$ cat src/rtl/pgreg_pkg.sv
package pgreg_pkg;

  typedef enum logic [7:0] {
    CMD_PAGE     = 8'h00,
    CMD_OPER     = 8'h01,
    CMD_CLEAR    = 8'h03,
    CMD_PG_ON    = 8'h5E,
    CMD_TON_DLY  = 8'h60,
    CMD_TON_MAX  = 8'h62,
    CMD_STAT_WRD = 8'h79,
    CMD_STAT_CML = 8'h7E,
    CMD_CH_CFG   = 8'hD0,
    CMD_V_MIN    = 8'hD3,
    CMD_T_PEAK   = 8'hD5,
    CMD_SEQ_CFG  = 8'hD8,
    CMD_I_AVG    = 8'hDA,
    CMD_FLT_LOG  = 8'hDB,
    CMD_FW_REV   = 8'hDC
  } pgreg_cmd_e;

  localparam logic [7:0] PAGE_ALL = 8'hFF;

  // strobes from control to datapath
  typedef struct packed {
    logic       commit;    // store wrData into the addressed entry
    logic       setCml;    // data written to a read-only command
    logic       setUnsup;  // illegal command/page access
    logic       clearAll;  // clear sticky status
    logic       rdStrobe;  // produce a read byte
    logic       rdOk;      // read byte comes from storage
    logic [1:0] rdIdx;     // byte lane of the read word
  } pgreg_strobe_t;

  // payload length in bytes of each command, 0 for none
  function automatic logic [2:0] cmdLen(input logic [7:0] code);
    case (code)
      CMD_PAGE, CMD_OPER, CMD_STAT_CML:                        cmdLen = 3'd1;
      CMD_PG_ON, CMD_TON_DLY, CMD_TON_MAX, CMD_STAT_WRD,
      CMD_CH_CFG, CMD_V_MIN, CMD_T_PEAK, CMD_I_AVG, CMD_FW_REV: cmdLen = 3'd2;
      CMD_SEQ_CFG, CMD_FLT_LOG:                                 cmdLen = 3'd4;
      default:                                                  cmdLen = 3'd0;
    endcase
  endfunction

endpackage

$ cat src/rtl/pgreg_ctrl.sv
module pgreg_ctrl
  import pgreg_pkg::*;
#(
  parameter int NUM_MARG = 12,
  parameter int NUM_MON  = 16,
  parameter int NUM_TEMP = 5
) (
  input  logic          clk,
  input  logic          rstN,
  input  logic          wrValid,
  input  logic [7:0]    wrByte,
  input  logic          stopSeen,
  input  logic          rdReq,
  input  logic [7:0]    curPage,
  output logic [7:0]    curCode,
  output logic [31:0]   wrData,
  output pgreg_strobe_t strb
);
  localparam int NUM_PAGES = NUM_MON + NUM_TEMP;
  localparam int MAX_DATA  = 4;

  logic [2:0] wrCnt;
  logic [2:0] rdCnt;
  logic [2:0] lenB;
  logic       inMarg, inMon, inTemp, inAny, isAll;
  logic       wrLegal, rdLegal, roCmd, hasData;

  always_ff @(posedge clk or negedge rstN) begin
    if (!rstN) begin
      wrCnt   <= '0;
      rdCnt   <= '0;
      curCode <= '0;
      wrData  <= '0;
    end else if (stopSeen) begin
      wrCnt <= '0;
      rdCnt <= '0;
    end else begin
      if (wrValid) begin
        if (wrCnt == 3'd0) curCode <= wrByte;
        for (int k = 0; k < MAX_DATA; k++) begin
          if (wrCnt == 3'(k + 1)) wrData[8*k +: 8] <= wrByte;
        end
        if (wrCnt != 3'd7) wrCnt <= wrCnt + 3'd1;
        rdCnt <= '0;
      end else if (rdReq && rdCnt != 3'd7) begin
        rdCnt <= rdCnt + 3'd1;
      end
    end
  end

  always_comb begin
    lenB   = cmdLen(curCode);
    inMarg = curPage < 8'(NUM_MARG);
    inMon  = curPage < 8'(NUM_MON);
    inAny  = curPage < 8'(NUM_PAGES);
    inTemp = inAny && !inMon;
    isAll  = curPage == PAGE_ALL;

    case (curCode)
      CMD_PAGE:                              wrLegal = 1'b1;
      CMD_OPER:                              wrLegal = inAny || isAll;
      CMD_TON_DLY, CMD_TON_MAX, CMD_SEQ_CFG: wrLegal = inMarg;
      CMD_PG_ON, CMD_V_MIN, CMD_CH_CFG:      wrLegal = inMon;
      CMD_T_PEAK:                            wrLegal = inTemp;
      default:                               wrLegal = 1'b0;
    endcase

    case (curCode)
      CMD_PAGE, CMD_STAT_WRD, CMD_STAT_CML,
      CMD_FLT_LOG, CMD_T_PEAK:               rdLegal = 1'b1;
      CMD_OPER:                              rdLegal = inAny;
      CMD_TON_DLY, CMD_TON_MAX, CMD_SEQ_CFG: rdLegal = inMarg;
      CMD_PG_ON, CMD_V_MIN, CMD_CH_CFG,
      CMD_I_AVG:                             rdLegal = inMon;
      CMD_FW_REV:                            rdLegal = isAll;
      default:                               rdLegal = 1'b0;
    endcase

    case (curCode)
      CMD_I_AVG, CMD_FLT_LOG, CMD_FW_REV: roCmd = 1'b1;
      default:                            roCmd = 1'b0;
    endcase

    hasData = wrCnt >= 3'd2;

    strb.commit   = stopSeen && wrLegal && (wrCnt == lenB + 3'd1);
    strb.setCml   = stopSeen && hasData && roCmd;
    strb.setUnsup = (stopSeen && hasData && !roCmd && !wrLegal) ||
                    (rdReq && !stopSeen && !rdLegal);
    strb.clearAll = stopSeen && (wrCnt == 3'd1) && (curCode == CMD_CLEAR);
    strb.rdStrobe = rdReq && !stopSeen;
    strb.rdOk     = rdLegal && (rdCnt < lenB);
    strb.rdIdx    = rdCnt[1:0];
  end

endmodule

$ cat src/rtl/pgreg_data.sv
module pgreg_data
  import pgreg_pkg::*;
#(
  parameter int NUM_MARG = 12,
  parameter int NUM_MON  = 16,
  parameter int NUM_TEMP = 5
) (
  input  logic          clk,
  input  logic          rstN,
  input  pgreg_strobe_t strb,
  input  logic [7:0]    curCode,
  input  logic [31:0]   wrData,
  output logic [7:0]    curPage,
  output logic [7:0]    rdByte,
  output logic          rdValid,
  output logic          unsupFlag
);
  localparam int          NUM_PAGES   = NUM_MON + NUM_TEMP;
  localparam logic [15:0] TON_MAX_RST = 16'hFFFF;
  localparam logic [15:0] CH_CFG_RST  = 16'h0020;
  localparam logic [15:0] V_MIN_RST   = 16'h7FFF;
  localparam logic [7:0]  OPER_RST    = 8'h80;

  logic [15:0] tonDly [NUM_MARG];
  logic [15:0] tonMax [NUM_MARG];
  logic [31:0] seqCfg [NUM_MARG];
  logic [15:0] pgOn   [NUM_MON];
  logic [15:0] vMin   [NUM_MON];
  logic [15:0] chCfg  [NUM_MON];
  logic [15:0] tPeak  [NUM_TEMP];
  logic [7:0]  oper   [NUM_PAGES];
  logic [7:0]  cmlStat;
  logic [31:0] rdWord;
  logic        tempHit;

  // page, sticky status
  always_ff @(posedge clk or negedge rstN) begin
    if (!rstN) begin
      curPage   <= '0;
      cmlStat   <= '0;
      unsupFlag <= 1'b0;
    end else begin
      if (strb.commit && curCode == CMD_PAGE) curPage <= wrData[7:0];
      if (strb.clearAll) begin
        cmlStat   <= '0;
        unsupFlag <= 1'b0;
      end
      if (strb.setCml)   cmlStat[6] <= 1'b1;
      if (strb.setUnsup) unsupFlag  <= 1'b1;
    end
  end

  // sequenced supply entries
  always_ff @(posedge clk or negedge rstN) begin
    if (!rstN) begin
      for (int i = 0; i < NUM_MARG; i++) begin
        tonDly[i] <= '0;
        tonMax[i] <= TON_MAX_RST;
        seqCfg[i] <= '0;
      end
    end else if (strb.commit) begin
      for (int i = 0; i < NUM_MARG; i++) begin
        if (curPage == 8'(i)) begin
          case (curCode)
            CMD_TON_DLY: tonDly[i] <= wrData[15:0];
            CMD_TON_MAX: tonMax[i] <= wrData[15:0];
            CMD_SEQ_CFG: seqCfg[i] <= wrData;
            default: ;
          endcase
        end
      end
    end
  end

  // monitored channel entries
  always_ff @(posedge clk or negedge rstN) begin
    if (!rstN) begin
      for (int i = 0; i < NUM_MON; i++) begin
        pgOn[i]  <= '0;
        vMin[i]  <= V_MIN_RST;
        chCfg[i] <= CH_CFG_RST;
      end
    end else if (strb.commit) begin
      for (int i = 0; i < NUM_MON; i++) begin
        if (curPage == 8'(i)) begin
          case (curCode)
            CMD_PG_ON:  pgOn[i]  <= wrData[15:0];
            CMD_V_MIN:  vMin[i]  <= wrData[15:0];
            CMD_CH_CFG: chCfg[i] <= wrData[15:0];
            default: ;
          endcase
        end
      end
    end
  end

  // temperature sensor entries and per-page operation byte
  always_ff @(posedge clk or negedge rstN) begin
    if (!rstN) begin
      for (int i = 0; i < NUM_TEMP; i++) tPeak[i] <= '0;
      for (int i = 0; i < NUM_PAGES; i++) oper[i] <= OPER_RST;
    end else if (strb.commit) begin
      for (int i = 0; i < NUM_TEMP; i++) begin
        if (curCode == CMD_T_PEAK && curPage == 8'(NUM_MON + i))
          tPeak[i] <= wrData[15:0];
      end
      for (int i = 0; i < NUM_PAGES; i++) begin
        if (curCode == CMD_OPER && (curPage == 8'(i) || curPage == PAGE_ALL))
          oper[i] <= wrData[7:0];
      end
    end
  end

  // read word selection
  always_comb begin
    tempHit = (curPage >= 8'(NUM_MON)) && (curPage < 8'(NUM_PAGES));
    rdWord  = '0;
    case (curCode)
      CMD_PAGE:     rdWord = {24'd0, curPage};
      CMD_STAT_WRD: rdWord = {30'd0, |cmlStat, 1'b0};
      CMD_STAT_CML: rdWord = {24'd0, cmlStat};
      CMD_FW_REV:   rdWord = 32'd1;
      CMD_T_PEAK:   if (!tempHit) rdWord = {16'd0, tPeak[0]};
      default: ;
    endcase
    for (int i = 0; i < NUM_MARG; i++) begin
      if (curPage == 8'(i)) begin
        case (curCode)
          CMD_TON_DLY: rdWord = {16'd0, tonDly[i]};
          CMD_TON_MAX: rdWord = {16'd0, tonMax[i]};
          CMD_SEQ_CFG: rdWord = seqCfg[i];
          default: ;
        endcase
      end
    end
    for (int i = 0; i < NUM_MON; i++) begin
      if (curPage == 8'(i)) begin
        case (curCode)
          CMD_PG_ON:  rdWord = {16'd0, pgOn[i]};
          CMD_V_MIN:  rdWord = {16'd0, vMin[i]};
          CMD_CH_CFG: rdWord = {16'd0, chCfg[i]};
          default: ;
        endcase
      end
    end
    for (int i = 0; i < NUM_TEMP; i++) begin
      if (curCode == CMD_T_PEAK && curPage == 8'(NUM_MON + i))
        rdWord = {16'd0, tPeak[i]};
    end
    for (int i = 0; i < NUM_PAGES; i++) begin
      if (curCode == CMD_OPER && curPage == 8'(i)) rdWord = {24'd0, oper[i]};
    end
  end

  always_ff @(posedge clk or negedge rstN) begin
    if (!rstN) begin
      rdByte  <= '0;
      rdValid <= 1'b0;
    end else begin
      rdValid <= strb.rdStrobe;
      if (strb.rdStrobe)
        rdByte <= strb.rdOk ? rdWord[{strb.rdIdx, 3'b000} +: 8] : 8'hFF;
    end
  end

endmodule

$ cat src/rtl/pmbus_page_regs.sv
module pmbus_page_regs
  import pgreg_pkg::*;
#(
  parameter int NUM_MARG = 12,
  parameter int NUM_MON  = 16,
  parameter int NUM_TEMP = 5
) (
  input  logic       clk,
  input  logic       rstN,
  input  logic       wrValid,
  input  logic [7:0] wrByte,
  input  logic       stopSeen,
  input  logic       rdReq,
  output logic [7:0] rdByte,
  output logic       rdValid,
  output logic       unsupFlag
);
  pgreg_strobe_t strb;
  logic [7:0]    curPage;
  logic [7:0]    curCode;
  logic [31:0]   wrData;

  pgreg_ctrl #(.NUM_MARG(NUM_MARG), .NUM_MON(NUM_MON), .NUM_TEMP(NUM_TEMP)) u_ctrl (
    .clk(clk), .rstN(rstN), .wrValid(wrValid), .wrByte(wrByte),
    .stopSeen(stopSeen), .rdReq(rdReq), .curPage(curPage),
    .curCode(curCode), .wrData(wrData), .strb(strb)
  );

  pgreg_data #(.NUM_MARG(NUM_MARG), .NUM_MON(NUM_MON), .NUM_TEMP(NUM_TEMP)) u_data (
    .clk(clk), .rstN(rstN), .strb(strb), .curCode(curCode), .wrData(wrData),
    .curPage(curPage), .rdByte(rdByte), .rdValid(rdValid), .unsupFlag(unsupFlag)
  );

endmodule

$ cat config.mk
export PLATFORM = sky130hd
export DESIGN_NAME = pmbus_page_regs
export DESIGN_NICKNAME = d
export VERILOG_FILES = /design/src/rtl/pgreg_pkg.sv /design/src/rtl/pgreg_ctrl.sv /design/src/rtl/pgreg_data.sv /design/src/rtl/pmbus_page_regs.sv
export SDC_FILE = /design/constraint.sdc
export NUM_CORES = 2
export LEC_CHECK = 0
export BUFFER_PORTS_ARGS = -buffer_cell sky130_fd_sc_hd__clkbuf_2
export CAP_MARGIN = 20
export CORE_UTILIZATION = 25
export DETAILED_ROUTE_END_ITERATION = 7
export GPL_TIMING_DRIVEN = 0
export SLEW_MARGIN = 20
export SYNTH_ARGS = -nofsm -noshare
export SYNTH_HDL_FRONTEND = slang
export SYNTH_SLANG_ARGS = --single-unit
$ cat constraint.sdc
create_clock -name clk -period 9.2 [get_ports clk]
set_clock_uncertainty 0.05 [all_clocks]
set_input_delay 2.3 -clock clk [delete_from_list [all_inputs] [get_ports clk]]
set_output_delay 2.3 -clock clk [all_outputs]
set_load 0.02 [all_outputs]
## After elaboration in Yosys (flattened, before gate mapping)

Index checks and enable logic that the tools add are counted.

- Add/subtract/negate cells: 3
- Order comparisons: 6
- Equal/unequal tests: 42
- Shift-type cells: 1
- Muxes and demuxes: 99
- Bitwise logic cells: 1
- Reduce and logical (&&, ||, !) cells: 222

Operators by type and width:

| operator | count |
|---|---|
| case mux 32 bit (3 select lines) | 28 |
| 2-to-1 mux 32 bit | 54 |
| AND reduction 3 bit | 89 |
| case mux 32 bit (5 select lines) | 1 |
| equality test 8 x 4 -> 1 bit (second input constant) | 8 |
| equality test 8 bit (second input constant) | 8 |
| logical AND 1 bit | 62 |
| AND reduction 2 bit | 27 |
| equality test 8 x 5 -> 1 bit (second input constant) | 5 |
| equality test 8 x 7 -> 1 bit (second input constant) | 5 |
| equality test 8 x 3 -> 1 bit (second input constant) | 4 |
| indexed part select 32 x 6 -> 8 bit | 1 |
| equality test 8 x 2 -> 1 bit (second input constant) | 3 |
| logical OR 1 bit | 23 |
| 2-to-1 mux 3 bit | 6 |
| equality test 8 x 1 -> 1 bit (second input constant) | 2 |
| zero test 8 bit | 2 |
| less-than comparator 8 x 5 -> 1 bit (second input constant) | 2 |
| 2-to-1 mux 16 bit | 1 |
| OR reduction 3 bit | 4 |
| case mux 1 bit (5 select lines) | 2 |
| adder 3 x 1 -> 3 bit (second input constant) | 3 |
| case mux 3 bit (3 select lines) | 1 |
| OR reduction 9 bit | 1 |
| 20 further kinds | 32 |

- Register bits: 1,849
- Output and inout bits: 10
- Word-level logic and storage cells: 496

## Logic depth before layout (Yosys ltp)

- Word-level depth: 88
- Mapped depth: 21
- Mapped depth without buffers: 14

## Hierarchy

A second synthesis with hierarchy kept.

- Cells, all modules: 7,165
- Area, all modules: 87,622.8 um^2

By module, submodules not included:

| module | times used | cells each | area each (um^2) |
|---|---|---|---|
| pgreg_data | 1 | 6,948 | 85,157.9 |
| pgreg_ctrl | 1 | 217 | 2,464.9 |

## Least setup slack after synthesis

OpenSTA, ideal clock, no wires.

- Kind: reg-to-reg
- Start point: register u_ctrl.curCode[5]
- End point: register u_data.seqCfg[102] in the netlist's numbering
- Library setup time: 125 ps
- Arrival time: 4,228 ps
- Required time: 9,025 ps
- Slack: 4,797 ps
- Cell stages (with the launch flop): 22
- Clock period less this slack: 4,403 ps
- Path through: dfrtp_1 buf_2 and4b_1 buf_2 a32o_1 clkbuf_1 clkbuf_1 clkbuf_1 nor2_1 and3_1 inv_1 ha_1 xnor2_1 xnor2_1 and3_1 and3_1 buf_6 nand2_1 buf_4 nor2_2 buf_4 mux2_2

- Word-level cells in the longest chain between the ends: 7
- Elaborated cells between the ends (all ways): 26
- Those cells by class: 1 x add/sub; 14 x eq/ne; 2 x mux; 9 x reduce/logical

RTL lines:

| item | line | source |
|---|---|---|
| start, declared | pgreg_ctrl.sv:15 | `output logic [7:0] curCode,` |
| start signal, assigned | pgreg_ctrl.sv:39 | `if (wrCnt == 3'd0) curCode <= wrByte;` |
| equality test 8 x 7 -> 1 bit, or another cell as far along | pgreg_pkg.sv:36 | `case (code)` |
| OR reduction 9 bit, or another cell as far along | pgreg_pkg.sv:36 |  |
| case mux 3 bit (3 select lines) | pgreg_pkg.sv:36 |  |
| adder 3 x 1 -> 3 bit | pgreg_ctrl.sv:86 | `strb.commit = stopSeen && wrLegal && (wrCnt == lenB + 3'd1);` |
| equality test 3 bit | pgreg_ctrl.sv:86 |  |
| logical AND 1 bit | pgreg_ctrl.sv:86 |  |
| AND reduction 3 bit (no line) * | - |  |
| end signal, assigned by index | pgreg_data.sv:67 | `CMD_SEQ_CFG: seqCfg[i] <= wrData;` |
| end, declared | pgreg_data.sv:26 | `logic [31:0] seqCfg [NUM_MARG];` |

Every way passes the cells marked *; elsewhere a longest branch is shown, timed or not.
A chain may end at the register's enable or synchronous reset.

## Worst setup path in the final report

- Start point: register u_ctrl.curCode[2]
- End point: register u_data.seqCfg[237] in the netlist's numbering

The elaborated chain is that of the path after synthesis.

==> impl_metrics.toml <==
[sta]
final-hold-violation-count = 0
tightest_slew_ps = 1350
setup_viol = 40
rsz0062_at_grt = "no"
max_slew_margin_pct = 7.72
fin_crit_ps = 9460
slew_viol_final = 0
period_share_pct = 103
fin_ws_ps = -264
fmax_ghz = 0.106

[clock_network]
cts_tree = "done"
cts_setup_buffers = 0
clk_latency_ps = 930
cts_buffers = 206
cts_hold_buf = 0
cts_resized = 0
clkTransAtPathRegs_ps = 60
cts_buffer_depth = 3
htree_levels = 4
ctsRootBufferMaster = "clkbuf_16"
clock_sinks = 1849

[synth]
synth_warnings = 0
synth_nets = 6934
synth_top_cell_by_area = "dfrtp_1"
syn_inst = 6910
synthArstFlopShare_pct = 100
syn_area_mm2 = 0.0873
ys_ff_latch = 1849
ys_top_cells_by_area = "dfrtp_1 40%, mux2_2 20%, dfstp_2 14%"
synthFlopType = "dfrtp_1"
ys_seq_area_share_pct = 53.7
synth.avg_cell_area_um2 = 12.6
synth_edf_count = 0
netlist.area_leader.share_pct = 39.5
synth_cell_types = 99

[routing]
vias = 75000
ant_nets = 0
drcViolationCount = 4
viasPerCell = 6.19
drt_iter0_markers = 12800
wl_per_cell_um = 43.2
drt-total-wl_um = 524000
firstDrtPassIters = 8

[critical_path]
r2r_setup_slack_ps = -260
reg2reg_from = "u_ctrl.curCode[2]"
r2r_cells = 20
crit_path_max_fanout = 12
start_kind = "flop"
crit_start = "u_ctrl.curCode[2]"
timing.critical_path.required_ps = 9930
crit_type = "flop to flop"
worst_ep_arrival_time_ps = 10200
cp-endpoint = "u_data.seqCfg[237]"
end_kind = "flop"
r2r_end = "u_data.seqCfg[237]"

[power]
leakage_nw = 45.4
max-vdd-ir-drop_mv = 0.266
power_density_mw_per_mm2 = 220

[place]
placed_cell_area_mm2 = 0.0959
gp_congestion = 1.07
hpwl_um = 380000
io_buffers = 22

[global_routing]
grt_max_degree = 95
grt.overflow.total = 0
antenna_found_initial = 124
grt_pass1_wl_um = 682000
grt_usage_pct = 29.1
grt_pass1_vias = 70600

[die]
die_height_um = 593
core.rowCount = 216
coreArea_mm2 = 0.347
dieArea_mm2 = 0.352
io_pins = 23
chipWidth_um = 593
start_util_pct = 25.2

[cells_and_area]
area_growth_pct = 18.6
fillers = 35100
utilization_pct = 29.9
drive_gt1_share_pct = 42.4
layout_common_cells = "1560 x mux2_2, 1380 x dfrtp_1, 469 x dfstp_2"
final_cell_area_mm2 = 0.104
fin_nets = 7284
mostFrequentLayoutCell = "mux2_2"

[run]
maxCapViolCount = 0

[outcome]
violations = "design-rule violations, negative setup slack"
outcome = "complete, but fails checks"

[min_path]
worst_hold_path_type = "flop to flop"
==> how the worst min path moves through the flow <==
stage | from | endpoint | slack (ps) | depth (start not counted)
floorplan | u_data.seqCfg[89] | u_data.seqCfg[89] | 400 | 1
global placement | u_data.seqCfg[215] | u_data.seqCfg[215] | 410 | 1
detailed placement | u_data.seqCfg[215] | u_data.seqCfg[215] | 420 | 1
CTS | u_data.tonDly[93] | u_data.tonDly[93] | 440 | 1
global route | u_data.seqCfg[35] | u_data.seqCfg[35] | 450 | 1
finish | u_data.seqCfg[254] | u_data.seqCfg[254] | 440 | 1
==> metrics by stage <==
step | hold slack, ps | std cells | setup TNS (ps) | setup slack, ps | power (mW)
2_1_floorplan | 402 | 6910 | 0 | 4800 | 9.68
5_1_grt | 451 | 12000 | 0 | 170 | 22.7
3_5_place_dp | 422 | 11600 | 0 | 494 | 13.4
4_1_cts | 438 | 12000 | 0 | 484 | 22.2
3_3_place_gp | 415 | 11500 | - | -40000 | 13.0
6_report | 436 | 12100 | -3620 | -264 | 22.8
==> layout make-up <==
| cell class | instances | area (µm²) | share of cell area, % |
|---|---|---|---|
| Inverter | 14 | 52.6 | 0.0508 |
| Clock buffer | 308 | 6020 | 5.81 |
| Sequential cell | 1849 | 46900 | 45.3 |
| Clock inverter | 80 | 1220 | 1.18 |
| Timing Repair Buffer | 142 | 2280 | 2.21 |
| Tap cell | 4578 | 5730 | 5.53 |
| Antenna cell | 102 | 255 | 0.247 |
| Buffer | 631 | 3160 | 3.05 |
| Multi-Input combinational cell | 4416 | 38000 | 36.7 |
==> layer usage <==
| metal | vias up | GRT usage, % | share of wire, % |
|---|---|---|---|
| met2 | 6887 | 39.9 | 40 |
| li1 | 26900 | - | - |
| met5 | - | 0.541 | 0.11 |
| met4 | 44 | 23.2 | 9.4 |
| met3 | 2025 | 13.4 | 14 |
| met1 | 39200 | 34.6 | 37 |
==> report_power, final <==
group	internal (mW)	leakage [nW]	switching, mW	total, mW
Combinational	0.779	17.8	4.78	5.55
Sequential	8.21	24.0	0.0597	8.27
Clock	5.16	3.54	3.80	8.96
==> state kept, by name, indices dropped and copies added, names as in the netlist <==
signal	count
u_data.rdByte	8
u_data.seqCfg	384
u_data.rdValid	1
u_data.tPeak	80
u_data.tonDly	192
u_ctrl.wrCnt	3
u_data.chCfg	256
u_data.tonMax	192
u_data.unsupFlag	1
u_data.oper	168
u_data.pgOn	256
u_ctrl.curCode	8
u_data.curPage	8
u_data.cmlStat	1
u_ctrl.wrData	32
u_ctrl.rdCnt	3
u_data.vMin	256
==> synth_stat cells, types with 14 or more instances <==
library cell and n:
nand4_1 41, buf_2 132, a222oi_1 161, and3_1 27, buf_1 59, dfstp_2 469, a21oi_2 20, mux2i_1 25
o2bb2ai_1 16, clkbuf_1 349, dfrtp_1 1380, mux2_2 1560, o2111ai_1 22, o22ai_1 54, a22o_1 68, o221ai_1 29
a21oi_1 291, a211oi_1 43, nor4_1 42, nand2_1 362, nor2_2 30, a31oi_1 40, nand2b_1 16, buf_4 83
nor2_4 45, nor3_1 87, a2111oi_0 24, a221oi_1 64, o21ai_0 164, mux2_1 282, o21a_1 16, a221o_1 24
nand3_1 135, nor2_1 184, or4_1 14, o211ai_1 40, a22oi_1 263
==> cell families (layout without fill, tap and decap cells) <==
kind of cell / after synthesis / in the layout / share of synthesized area, %
compound gates: 1448 / 1448 / 12.1
xor+xnor: 7 / 7 / 0.0702
fa+ha+maj: 11 / 11 / 0.158
buf+inv: 645 / 1175 / 3.39
flops: 1849 / 1849 / 53.7
mux: 1867 / 1867 / 24.0
other cells: 0 / 102 / 0
simple gates: 1083 / 1083 / 6.60
==> worst max-delay path, stage by stage, from the launching register on <==
cell	delay [ps]
dfrtp_1	400
buf_2	190
nor2_1	830
a32o_1	770
clkbuf_1	930
clkbuf_2	790
clkbuf_2	870
nor2_1	110
and3_1	270
inv_1	90
ha_1	150
xnor2_1	130
xnor2_1	130
and3_1	260
and3_1	580
buf_6	350
nand2_1	160
buf_4	280
nor2_2	910
buf_4	570
mux2_1	370
Power figures use the tool's default switching activity.
